==> config.mk <==
export PLATFORM = sky130hd
export DESIGN_NAME = ltx_rail_formatter
export DESIGN_NICKNAME = d
export VERILOG_FILES = /design/src/rtl/ltx_pkg.sv /design/src/rtl/ltx_edge_sampler.sv /design/src/rtl/ltx_mark_encoder.sv /design/src/rtl/ltx_rail_formatter.sv
export SDC_FILE = /design/constraint.sdc
export NUM_CORES = 1
export LEC_CHECK = 0
export ABC_AREA = 1
export BUFFER_PORTS_ARGS = -buffer_cell sky130_fd_sc_hd__buf_2
export CAP_MARGIN = 5
export CELL_PAD_IN_SITES_DETAIL_PLACEMENT = 1
export CELL_PAD_IN_SITES_GLOBAL_PLACEMENT = 2
export CORE_MARGIN = 2
export CORE_UTILIZATION = 30
export DETAILED_ROUTE_END_ITERATION = 16
export PLACE_DENSITY_LB_ADDON = 0.15
export SYNTH_ARGS = -nofsm -noshare
export SYNTH_HDL_FRONTEND = slang
export SYNTH_SLANG_ARGS = --single-unit
export TNS_END_PERCENT = 50
==> constraint.sdc <==
create_clock -name clk -period 1.4 [get_ports clk]
set_input_delay 0.07 -clock clk [delete_from_list [all_inputs] [get_ports clk]]
set_output_delay 0.07 -clock clk [all_outputs]
set_load 0.05 [all_outputs]
==> src/rtl/ltx_pkg.sv <==
package ltx_pkg;

    typedef struct packed {
        logic off;
        logic aos;
        logic inv;
        logic lvl;
        logic bin;
    } ltx_cfg_t;

    localparam int CFG_W = $bits(ltx_cfg_t);

    typedef struct packed {
        ltx_cfg_t cfg;
        logic     pol;
        logic     err;
        logic     mp;
        logic     mn;
    } ltx_state_t;

endpackage

==> src/rtl/ltx_edge_sampler.sv <==
module ltx_edge_sampler #(
    parameter int W = 2
) (
    input  logic         clk,
    input  logic         rst_n,
    input  logic         inv,
    input  logic [W-1:0] din,
    output logic [W-1:0] dout
);
    logic [W-1:0] fall_q;
    logic [W-1:0] rise_q;

    for (genvar i = 0; i < W; i++) begin : g_lane
        always_ff @(negedge clk or negedge rst_n) begin
            if (!rst_n) fall_q[i] <= 1'b0;
            else        fall_q[i] <= din[i];
        end

        always_ff @(posedge clk or negedge rst_n) begin
            if (!rst_n) rise_q[i] <= 1'b0;
            else        rise_q[i] <= din[i];
        end

        assign dout[i] = inv ? rise_q[i] : fall_q[i];
    end
endmodule

==> src/rtl/ltx_mark_encoder.sv <==
module ltx_mark_encoder
    import ltx_pkg::*;
(
    input  ltx_cfg_t cfg,
    input  logic     dp,
    input  logic     dn,
    input  logic     pol,
    output logic     mp,
    output logic     mn,
    output logic     pol_nxt,
    output logic     clash
);
    logic mark;

    always_comb begin
        mp      = 1'b0;
        mn      = 1'b0;
        pol_nxt = pol;
        clash   = 1'b0;
        mark    = cfg.aos | dp;
        if (!cfg.off) begin
            if (cfg.aos || cfg.bin) begin
                if (mark) begin
                    mp      = !pol;
                    mn      = pol;
                    pol_nxt = !pol;
                end
            end else if (dp && dn) begin
                clash = 1'b1;
            end else begin
                mp = dp;
                mn = dn;
            end
        end
    end
endmodule

==> src/rtl/ltx_rail_formatter.sv <==
module ltx_rail_formatter
    import ltx_pkg::*;
#(
    parameter bit FIRST_NEG = 1'b0
) (
    input  logic             clk,
    input  logic             rst_n,
    input  logic             cfg_wr,
    input  logic [CFG_W-1:0] cfg_wdata,
    input  logic             pos_in,
    input  logic             neg_in,
    output logic             mark_pos,
    output logic             mark_neg,
    output logic             level_o,
    output logic             clash_err
);
    localparam int RAILS = 2;

    ltx_state_t       st_d, st_q;
    logic [RAILS-1:0] smp;
    logic             enc_mp, enc_mn, enc_pol, enc_clash;
    ltx_cfg_t         cfg_q;
    logic             pol_q;

    assign cfg_q = st_q.cfg;
    assign pol_q = st_q.pol;

    ltx_edge_sampler #(.W(RAILS)) u_smp (
        .clk  (clk),
        .rst_n(rst_n),
        .inv  (st_q.cfg.inv),
        .din  ({neg_in, pos_in}),
        .dout (smp)
    );

    ltx_mark_encoder u_enc (
        .cfg    (st_q.cfg),
        .dp     (smp[0]),
        .dn     (smp[1]),
        .pol    (st_q.pol),
        .mp     (enc_mp),
        .mn     (enc_mn),
        .pol_nxt(enc_pol),
        .clash  (enc_clash)
    );

    always_comb begin
        st_d     = st_q;
        st_d.mp  = enc_mp;
        st_d.mn  = enc_mn;
        st_d.pol = enc_pol;
        st_d.err = st_q.err | enc_clash;
        if (cfg_wr) st_d.cfg = ltx_cfg_t'(cfg_wdata);
    end

    always_ff @(posedge clk or negedge rst_n) begin
        if (!rst_n) begin
            st_q     <= '0;
            st_q.pol <= FIRST_NEG;
        end else begin
            st_q <= st_d;
        end
    end

    assign mark_pos  = st_q.mp;
    assign mark_neg  = st_q.mn;
    assign level_o   = st_q.cfg.lvl;
    assign clash_err = st_q.err;
endmodule

* Word level (Yosys, flattened, before mapping)
Index checks and enable logic that the tools add are counted.
Storage, ports and cells: register bits 13, bits of input ports 10, word-level logic and storage cells 33
Cells by class: multiplexer cells 13, bitwise logic cells 3, reductions and logical operators 4
Operator list (count):
- 2-to-1 mux 1 bit | 13
- AND reduction 3 bit | 1
- OR 1 bit | 2
- logical AND 1 bit | 1
- zero test 1 bit | 1
- logical OR 1 bit | 1
- NOT 1 bit | 1

* Depth between registers and ports, before layout
Gate-level depths: netlist (run 1).
depth in word-level cells 6, depth in mapped cells 7

* Cells and area by module
Synthesis (run 1) repeated with hierarchy kept, for this count alone.
Unflattened totals: cell total of the unflattened synthesis 63, area total of the unflattened synthesis 544.3 µm²
Modules (own cells, without submodules):
- ltx_rail_formatter | instances 1, cells each 26, area an instance 291.5 µm², sequential area each 225.2 µm²
- ltx_edge_sampler | instances 1, cells each 11, area an instance 126.4 µm², sequential area each 100.1 µm²
- ltx_mark_encoder | instances 1, cells each 26, area an instance 126.4 µm², sequential area each 0.0 µm²

==> run_results.csv, run 1 <==
group,metric,value,unit
timing,finalSetupViolations,4,
detailed_routing,wl,1.157,mm
yosys,synth_top_area_share,52.13,%
detailed_routing,wirelength_met1,523,microns
placed_design,post-place-cells,86,
layout,area_delta_synth_final,36.49,%
yosys,synth_edf_count,0,
yosys,syn_nets,66,
yosys,ys_top_cells_by_area,"dfrtp_1 (52%), nand2_1 (14%), dfrtn_1 (9.5%)",
timing,worstMarginPinSlew,0.2475,ns
worst_hold_path,min_to,"cfg_q[2]$_DFFE_PN0P_",
clock_tree,ctsHtreeMaxLevel,1,
layout,final_cells,95,
worst_setup_path,cp.arrival,1.78,ns
worst_setup_path,cp-end-kind,"flop",
global_route,antenna_found_initial,0,
worst_setup_path,r2r_cells,4,
timing,grt_setup_unrepaired,"yes",
die,rows,15,
clock_tree,root_buffer,"clkbuf_4",
yosys,netlist.top_cell.by_area,"dfrtp_1",
layout,antennaDiodeCount,0,
yosys,synth_area,528.0,sq um
clock_tree,cts_max_path_buffers,2,
timing,final_hold_viol_count,0,
die,io_pins,14,
timing,holdWs,0.005386,ns
worst_setup_path,rr_endpoint,"clash_err$_DFF_PN0_",
yosys,synth_flop_cell,"dfrtp_1",
worst_setup_path,critPathLaunchType,"flop",
pwr,ir_worst_vdd,690.7,uV
pwr,p_seq_share,47.3,%
yosys,synthTopCellsByCount,"nand2_1 (19), dfrtp_1 (11), inv_1 (7)",
worst_setup_path,critical_path_required,1.60,ns
detailed_routing,viasPerCell,4.642,
die,core_area,1689,sq um
timing,layout_setup_ws,-0.1773,ns
pwr,p_clk_share,24.7,%
global_route,grt_max_degree,9,
timing,skew,0.008829,ns
layout,fin_nets,89,
detailed_routing,drc,0,
yosys,async_reset_ff_share,100.0,%
clock_tree,cts_tree,"built",
pwr,internal_power,0.6241,mW
detailed_routing,highest_layer,"met4",
pwr,p_sw_share,35.29,%
flow_run,maxCapViolCount,0,
die,fp.dieW,45.95,microns
pwr,p_leak,0.3774,nW
worst_hold_path,whs_path_depth,3,
yosys,synth.most_common_cell,"nand2_1",
layout,multiInputGateArea,195.2,sq um
yosys,ys_types,14,
pwr,combPwrFrac,27.9,%
run_status,violations,"negative setup slack",
detailed_routing,vias,441,
worst_setup_path,path_max_fanout,2,
detailed_routing,drtPass1Iterations,2,
detailed_routing,avgRoutedWirePerCell,12.18,microns
global_route,overflow,0,
placed_design,hpwlAfterDp,836.6,microns
placed_design,io_buffers,13,
die,die_y,45.95,microns
detailed_routing,met2_length,581,microns
clock_tree,cts_setup_buffers,0,
placed_design,gp_congestion,0.6361,
worst_setup_path,crit_type,"flop to flop",
global_route,grt_pass1_vias,474,
yosys,syn_avg_cell_area,9.429,sq um
worst_setup_path,reg2reg_slack,-0.18,ns
layout,fillerInstances,208,
pwr,power_switching,0.3403,mW
detailed_routing,final_antenna_net_count,0,
detailed_routing,drt_iter0_drc,3,
worst_hold_path,worstHoldStart,"cfg_wdata[2]",
pwr,power_density,1338,nW/um^2
yosys,yosys_warnings,0,
yosys,seq_area_frac_synth,61.61,%
clock_tree,cts_inserted_buffers,3,
timing,slew_headroom,83.61,%
timing,slew_violations,0,
yosys,syn_inst,56,
global_route,grt_pass1_wl,2.125,mm
yosys,synth-seq-cells,13,
worst_setup_path,r2r_start,"u_smp.fall_q[0]$_DFF_NN0_",
worst_hold_path,hold_path_class,"input pin to flop",
die,start_util,31.26,%
layout,seqCellArea,325.3,sq um
clock_tree,clock_latency,0.28,ns
detailed_routing,routed-wl-met3,39,microns
global_route,grt_util_all_layers,14.60,%
layout,final_layout_size_suffix_gt1_share,37.18,%
run_status,outcome,"complete, but fails checks",
die,die_area,2111,sq um
clock_tree,cts_num_sinks,13,
clock_tree,clk_pin_slew,0.09,ns
## metrics by stage
stage	total power, mW	instance area [sq um]	setup TNS, ns	setup slack [ns]	utilization [%]
global placement	0.7047	616.8	-0.6176	-0.1814	36.52
CTS	0.9614	700.7	-0.7221	-0.1923	41.48
finish	0.9645	720.7	-0.6609	-0.1773	42.67
global route	1.026	720.7	-1.034	-0.2800	42.67
detailed placement	0.7102	616.8	-0.6778	-0.1916	36.52
floorplan	0.6379	528.0	-0.2954	-0.1020	-
## cell usage in the layout, fill, tap and decap left out
cell type and instances:
inv_1 6, clkbuf_1 1, mux2_2 2, nor2_1 2, nand4_1 2, o21ai_0 3
nand3_4 1, dfrtn_1 2, nand2_2 5, buf_4 1, dlygate4sd3_1 5, clkbuf_4 3
nand2_1 15, o21bai_1 1, dfrtp_1 11, buf_2 13, nand3_2 2, nand3_1 1
inv_2 2
## layout make-up
type	instances	share of cell area (%)
inverter	8	4.167
clock buffer	4	3.646
sequential	13	45.14
timing repair buffer	19	17.01
tap	17	2.951
multi-input combinational	34	27.08
## cells by family after synthesis
logic type | share of synthesized area, %
simple gates | 23.22
flops | 61.61
buf+inv | 6.634
compound gates | 4.265
mux | 4.265
## how the worst max path moves through the flow
stage                                          from                  end  slack (ns)  cells after the start
after CTS                 u_smp.fall_q[0]$_DFF_NN0_   mark_neg$_DFF_PN0_       -0.19                      7
final                     u_smp.fall_q[0]$_DFF_NN0_  clash_err$_DFF_PN0_       -0.18                      4
after detailed placement  u_smp.fall_q[0]$_DFF_NN0_   mark_neg$_DFF_PN0_       -0.19                      7
after global placement    u_smp.fall_q[0]$_DFF_NN0_  clash_err$_DFF_PN0_       -0.18                      4
after global routing      u_smp.fall_q[0]$_DFF_NN0_   mark_neg$_DFF_PN0_       -0.28                      7
after floorplan           u_smp.fall_q[0]$_DFF_NN0_   mark_neg$_DFF_PN0_       -0.10                      7
## power groups by stage
stage / clock network, mW / logic, mW / registers (mW)
finish: 0.238 / 0.269 / 0.457
global route: 0.263 / 0.298 / 0.466
CTS: 0.245 / 0.258 / 0.459
detailed placement: 0 / 0.244 / 0.466
global placement: 0 / 0.242 / 0.463
floorplan: 0 / 0.0886 / 0.549
## flip-flops by register name (all words and copies together) (netlist names)
register,count
cfg_q,4
u_smp.fall_q,2
u_smp.rise_q,2
clash_err,1
level_o,1
mark_neg,1
mark_pos,1
pol_q,1
## critical path, stage by stage (launching register included)
cell and delay, ns:
dfrtn_1 0.43, nand2_2 0.09, nand2_2 0.08, nand3_2 0.05, o21bai_1 0.15
## per-layer routing
metal / GRT usage [%] / vias to the layer above
met2: 24.44 / 8
li1: - / 218
met1: 17.33 / 213
met4: 8.571 / 0
met3: 2.381 / 2
met5: 0 / -
## what timing repair did
item,4_1_cts,5_1_grt
resized for setup,2,6
hold endpoints to repair,15,0
pin swaps,3,5
hold buffers,5,0
setup endpoints to repair,4,4
Note: power is estimated with default switching activity, not from simulation.
==> run 2: changes to the inputs <==
- CELL_PAD_IN_SITES_GLOBAL_PLACEMENT: 2 -> 1
- CORE_UTILIZATION: 30 -> 38
- SYNTH_HIERARCHICAL: default -> 1
==> run 2 against run 1 <==
  * The flow still finishes with violations (negative setup slack)
  * Worst hold slack better by 0.0040 ns
  * Setup slack got worse by 0.21 ns
  * Synthesized cell count up 13%
  * First-iteration DRC count shrank 67%
  * Largest power group unchanged
==> run_results.csv, run 2 <==
group,metric,value,unit
worst_setup_path,cp.arrival,1.95,ns
worst_setup_path,r2r_start,"u_smp/fall_q[0]$_DFF_NN0_",
global_route,grt_util_all_layers,16.65,%
layout,fin_nets,99,
pwr,p_leak,0.4159,nW
die,die_y,41.85,microns
layout,layout_commonest_cell,"nand2_1",
worst_hold_path,hold_path_class,"input pin to flop",
yosys,synth_top_area_share,50.57,%
placed_design,gp_congestion,0.7087,
detailed_routing,wl,1.274,mm
worst_hold_path,whs_path_depth,3,
timing,slew_headroom,80.66,%
yosys,syn_nets,75,
die,fp.dieW,41.85,microns
pwr,p_sw_share,35.57,%
global_route,grt_pass1_wl,2.187,mm
worst_hold_path,min_to,"level_o$_DFFE_PN0P_",
yosys,synth-seq-cells,13,
timing,finalSetupViolations,4,
worst_setup_path,r2r_cells,8,
detailed_routing,drt_iter0_drc,1,
die,die_area,1751,sq um
layout,final_layout_size_suffix_gt1_share,40.70,%
yosys,synth_area,544.3,sq um
timing,final_hold_viol_count,0,
clock_tree,ctsHtreeMaxLevel,1,
global_route,grt_pass1_vias,536,
yosys,synth.most_common_cell,"nand2_1",
layout,area_delta_synth_final,44.37,%
timing,worstMarginPinSlew,0.2902,ns
layout,antennaDiodeCount,0,
detailed_routing,avgRoutedWirePerCell,12.61,microns
yosys,synthTopCellsByCount,"nand2_1 (27), dfrtp_1 (11), inv_1 (7)",
clock_tree,clock_latency,0.27,ns
layout,fillerInstances,163,
worst_setup_path,reg2reg_slack,-0.38,ns
die,core_area,1318,sq um
pwr,p_total,1.024,mW
pwr,power_density,1303,nW/um^2
yosys,syn_inst,63,
clock_tree,cts_inserted_buffers,3,
run_status,outcome,"complete, but fails checks",
clock_tree,cts_num_sinks,13,
clock_tree,clk_pin_slew,0.08,ns
pwr,combPwrFrac,32.7,%
worst_setup_path,crit_type,"flop to flop",
run_status,violations,"negative setup slack",
clock_tree,cts_max_path_buffers,2,
worst_setup_path,path_cells,"nand2_2 > nand2_4 > inv_4 > nand2_4 > ha_4 > inv_2 > nand3_2 > nand2_1",
timing,layout_setup_ws,-0.3825,ns
timing,slew_violations,0,
global_route,grt_max_degree,14,
die,start_util,41.31,%
clock_tree,cts_tree,"built",
placed_design,io_buffers,13,
layout,largest_reg_flops,4,
yosys,netlist.top_cell.by_area,"dfrtp_1",
global_route,antenna_found_initial,0,
pwr,p_seq_share,45.4,%
worst_hold_path,worstHoldStart,"cfg_wdata[1]",
yosys,synth_flop_cell,"dfrtp_1",
clock_tree,root_buffer,"clkbuf_4",
worst_setup_path,crit_top_cell,"nand2_4",
yosys,seq_area_frac_synth,59.77,%
worst_setup_path,cp_slowest_cell,"dfrtn_1",
layout,layout_common_cells,"nand2_1 (22), buf_2 (13), dfrtp_1 (11), inv_1 (5)",
pwr,internal_power,0.6597,mW
worst_setup_path,crit_path_max_incr_delay,0.34,ns
pwr,power_switching,0.3642,mW
detailed_routing,drtPass1Iterations,3,
worst_setup_path,cp-end-kind,"flop",
yosys,ys_types,12,
placed_design,hpwlAfterDp,859.2,microns
placed_design,placed_cell_area,635.6,sq um
yosys,synth_edf_count,0,
yosys,async_reset_ff_share,100.0,%
timing,grt_setup_unrepaired,"yes",
layout,finalInstanceArea,785.8,sq um
timing,skew,0.007825,ns
worst_setup_path,rr_endpoint,"pol_q$_DFF_PN0_",
worst_setup_path,critPathLaunchType,"flop",
worst_setup_path,path_max_fanout,3,
die,io_pins,14,
yosys,yosys_warnings,6,
worst_setup_path,critical_path_required,1.57,ns
global_route,overflow,0,
detailed_routing,final_antenna_net_count,0,
detailed_routing,drc,0,
yosys,ys_top_cells_by_area,"dfrtp_1 (51%), nand2_1 (19%), dfrtn_1 (9.2%)",
flow_run,maxCapViolCount,0,
detailed_routing,vias,492,
detailed_routing,viasPerCell,4.871,
yosys,syn_avg_cell_area,8.639,sq um
pwr,p_clk_share,21.9,%
pwr,ir_worst_vdd,614.4,uV
die,rows,13,
## run 2: changes by cell type in the layout (fill, tap and decap cells not counted), moves of 2 or more
cell / before / now
nand2_1: 15 / 22
o21ai_0: 3 / 1
nand2_4: 0 / 2
mux2_2: 2 / 0
nand4_1: 2 / 0
ha_4: 0 / 2
## run 2: cell families after synthesis
family | synth area share (%)
AOI/OAI and AO/OA | 0.9187
adders and majority gates | 4.597
buffers and inverters | 6.208
DFF | 59.77
and+or+nand+nor | 28.51
## run 2: routing by layer
layer / wire length (microns) / GRT usage, % / vias to the layer above
met5: 0 / 0 / -
met1: 528 / 18.41 / 242
met2: 678 / 30.63 / 11
li1: - / - / 237
met3: 54 / 2.609 / 2
met4: 13 / 7.742 / 0
## run 2: worst max path at each step
stage / cells past startpoint / startpoint / end / slack [ns]
after floorplan: 8 / u_smp/fall_q[0]$_DFF_NN0_ / pol_q$_DFF_PN0_ / -0.35
after global placement: 8 / u_smp/fall_q[0]$_DFF_NN0_ / pol_q$_DFF_PN0_ / -0.41
after detailed placement: 8 / u_smp/fall_q[0]$_DFF_NN0_ / pol_q$_DFF_PN0_ / -0.45
after CTS: 8 / u_smp/fall_q[0]$_DFF_NN0_ / pol_q$_DFF_PN0_ / -0.40
after global routing: 8 / u_smp/fall_q[0]$_DFF_NN0_ / pol_q$_DFF_PN0_ / -0.44
final: 8 / u_smp/fall_q[0]$_DFF_NN0_ / pol_q$_DFF_PN0_ / -0.38
## run 2: final cells by class
class | instances | area, sq um | area share (%)
Multi-Input combinational cell | 41 | 255.2 | 32.48
Inverter | 9 | 36.28 | 4.618
Timing Repair Buffer | 19 | 123.9 | 15.76
Clock buffer | 4 | 26.28 | 3.344
Sequential cell | 13 | 325.3 | 41.40
Tap cell | 15 | 18.77 | 2.389
## run 2: worst max-delay path: cells and delay by family (launching register included)
family | cells | cell delay [ns]
adder cells (fa/ha/maj) | 1 | 0.26
buffers and inverters | 2 | 0.09
flip-flops | 1 | 0.34
AND/OR/NAND/NOR | 5 | 0.29
## run 2: stage by stage
step | setup slack, ns | cells | util, % | hold WS (ns) | setup TNS (ns)
2_1_floorplan | -0.3514 | 63 | - | -0.2256 | -1.089
4_1_cts | -0.3980 | 101 | 55.56 | 0.007919 | -1.336
5_1_grt | -0.4413 | 101 | 59.64 | 0.02337 | -1.556
6_report | -0.3825 | 101 | 59.64 | 0.009352 | -1.320
3_5_place_dp | -0.4480 | 92 | 48.24 | -0.03072 | -1.470
3_3_place_gp | -0.4070 | 92 | 48.24 | -0.02881 | -1.311
## run 2: power groups by stage
| stage | Clock, mW | Combinational, mW | Sequential [mW] |
|---|---|---|---|
| floorplan | 0 | 0.0997 | 0.539 |
| global placement | 0 | 0.241 | 0.463 |
| detailed placement | 0 | 0.250 | 0.466 |
| CTS | 0.232 | 0.299 | 0.459 |
| global route | 0.254 | 0.368 | 0.472 |
| finish | 0.224 | 0.335 | 0.465 |
## run 2: what timing repair did
| action | CTS | global route |
|---|---|---|
| pin swaps | 5 | 7 |
| gates cloned | 0 | 0 |
| resized for setup | 6 | 13 |
| setup endpoints to repair | 4 | 4 |
| endpoints found under the hold margin | 14 | 0 |
| buffers inserted | 1 | 1 |
| hold buffers | 4 | 0 |
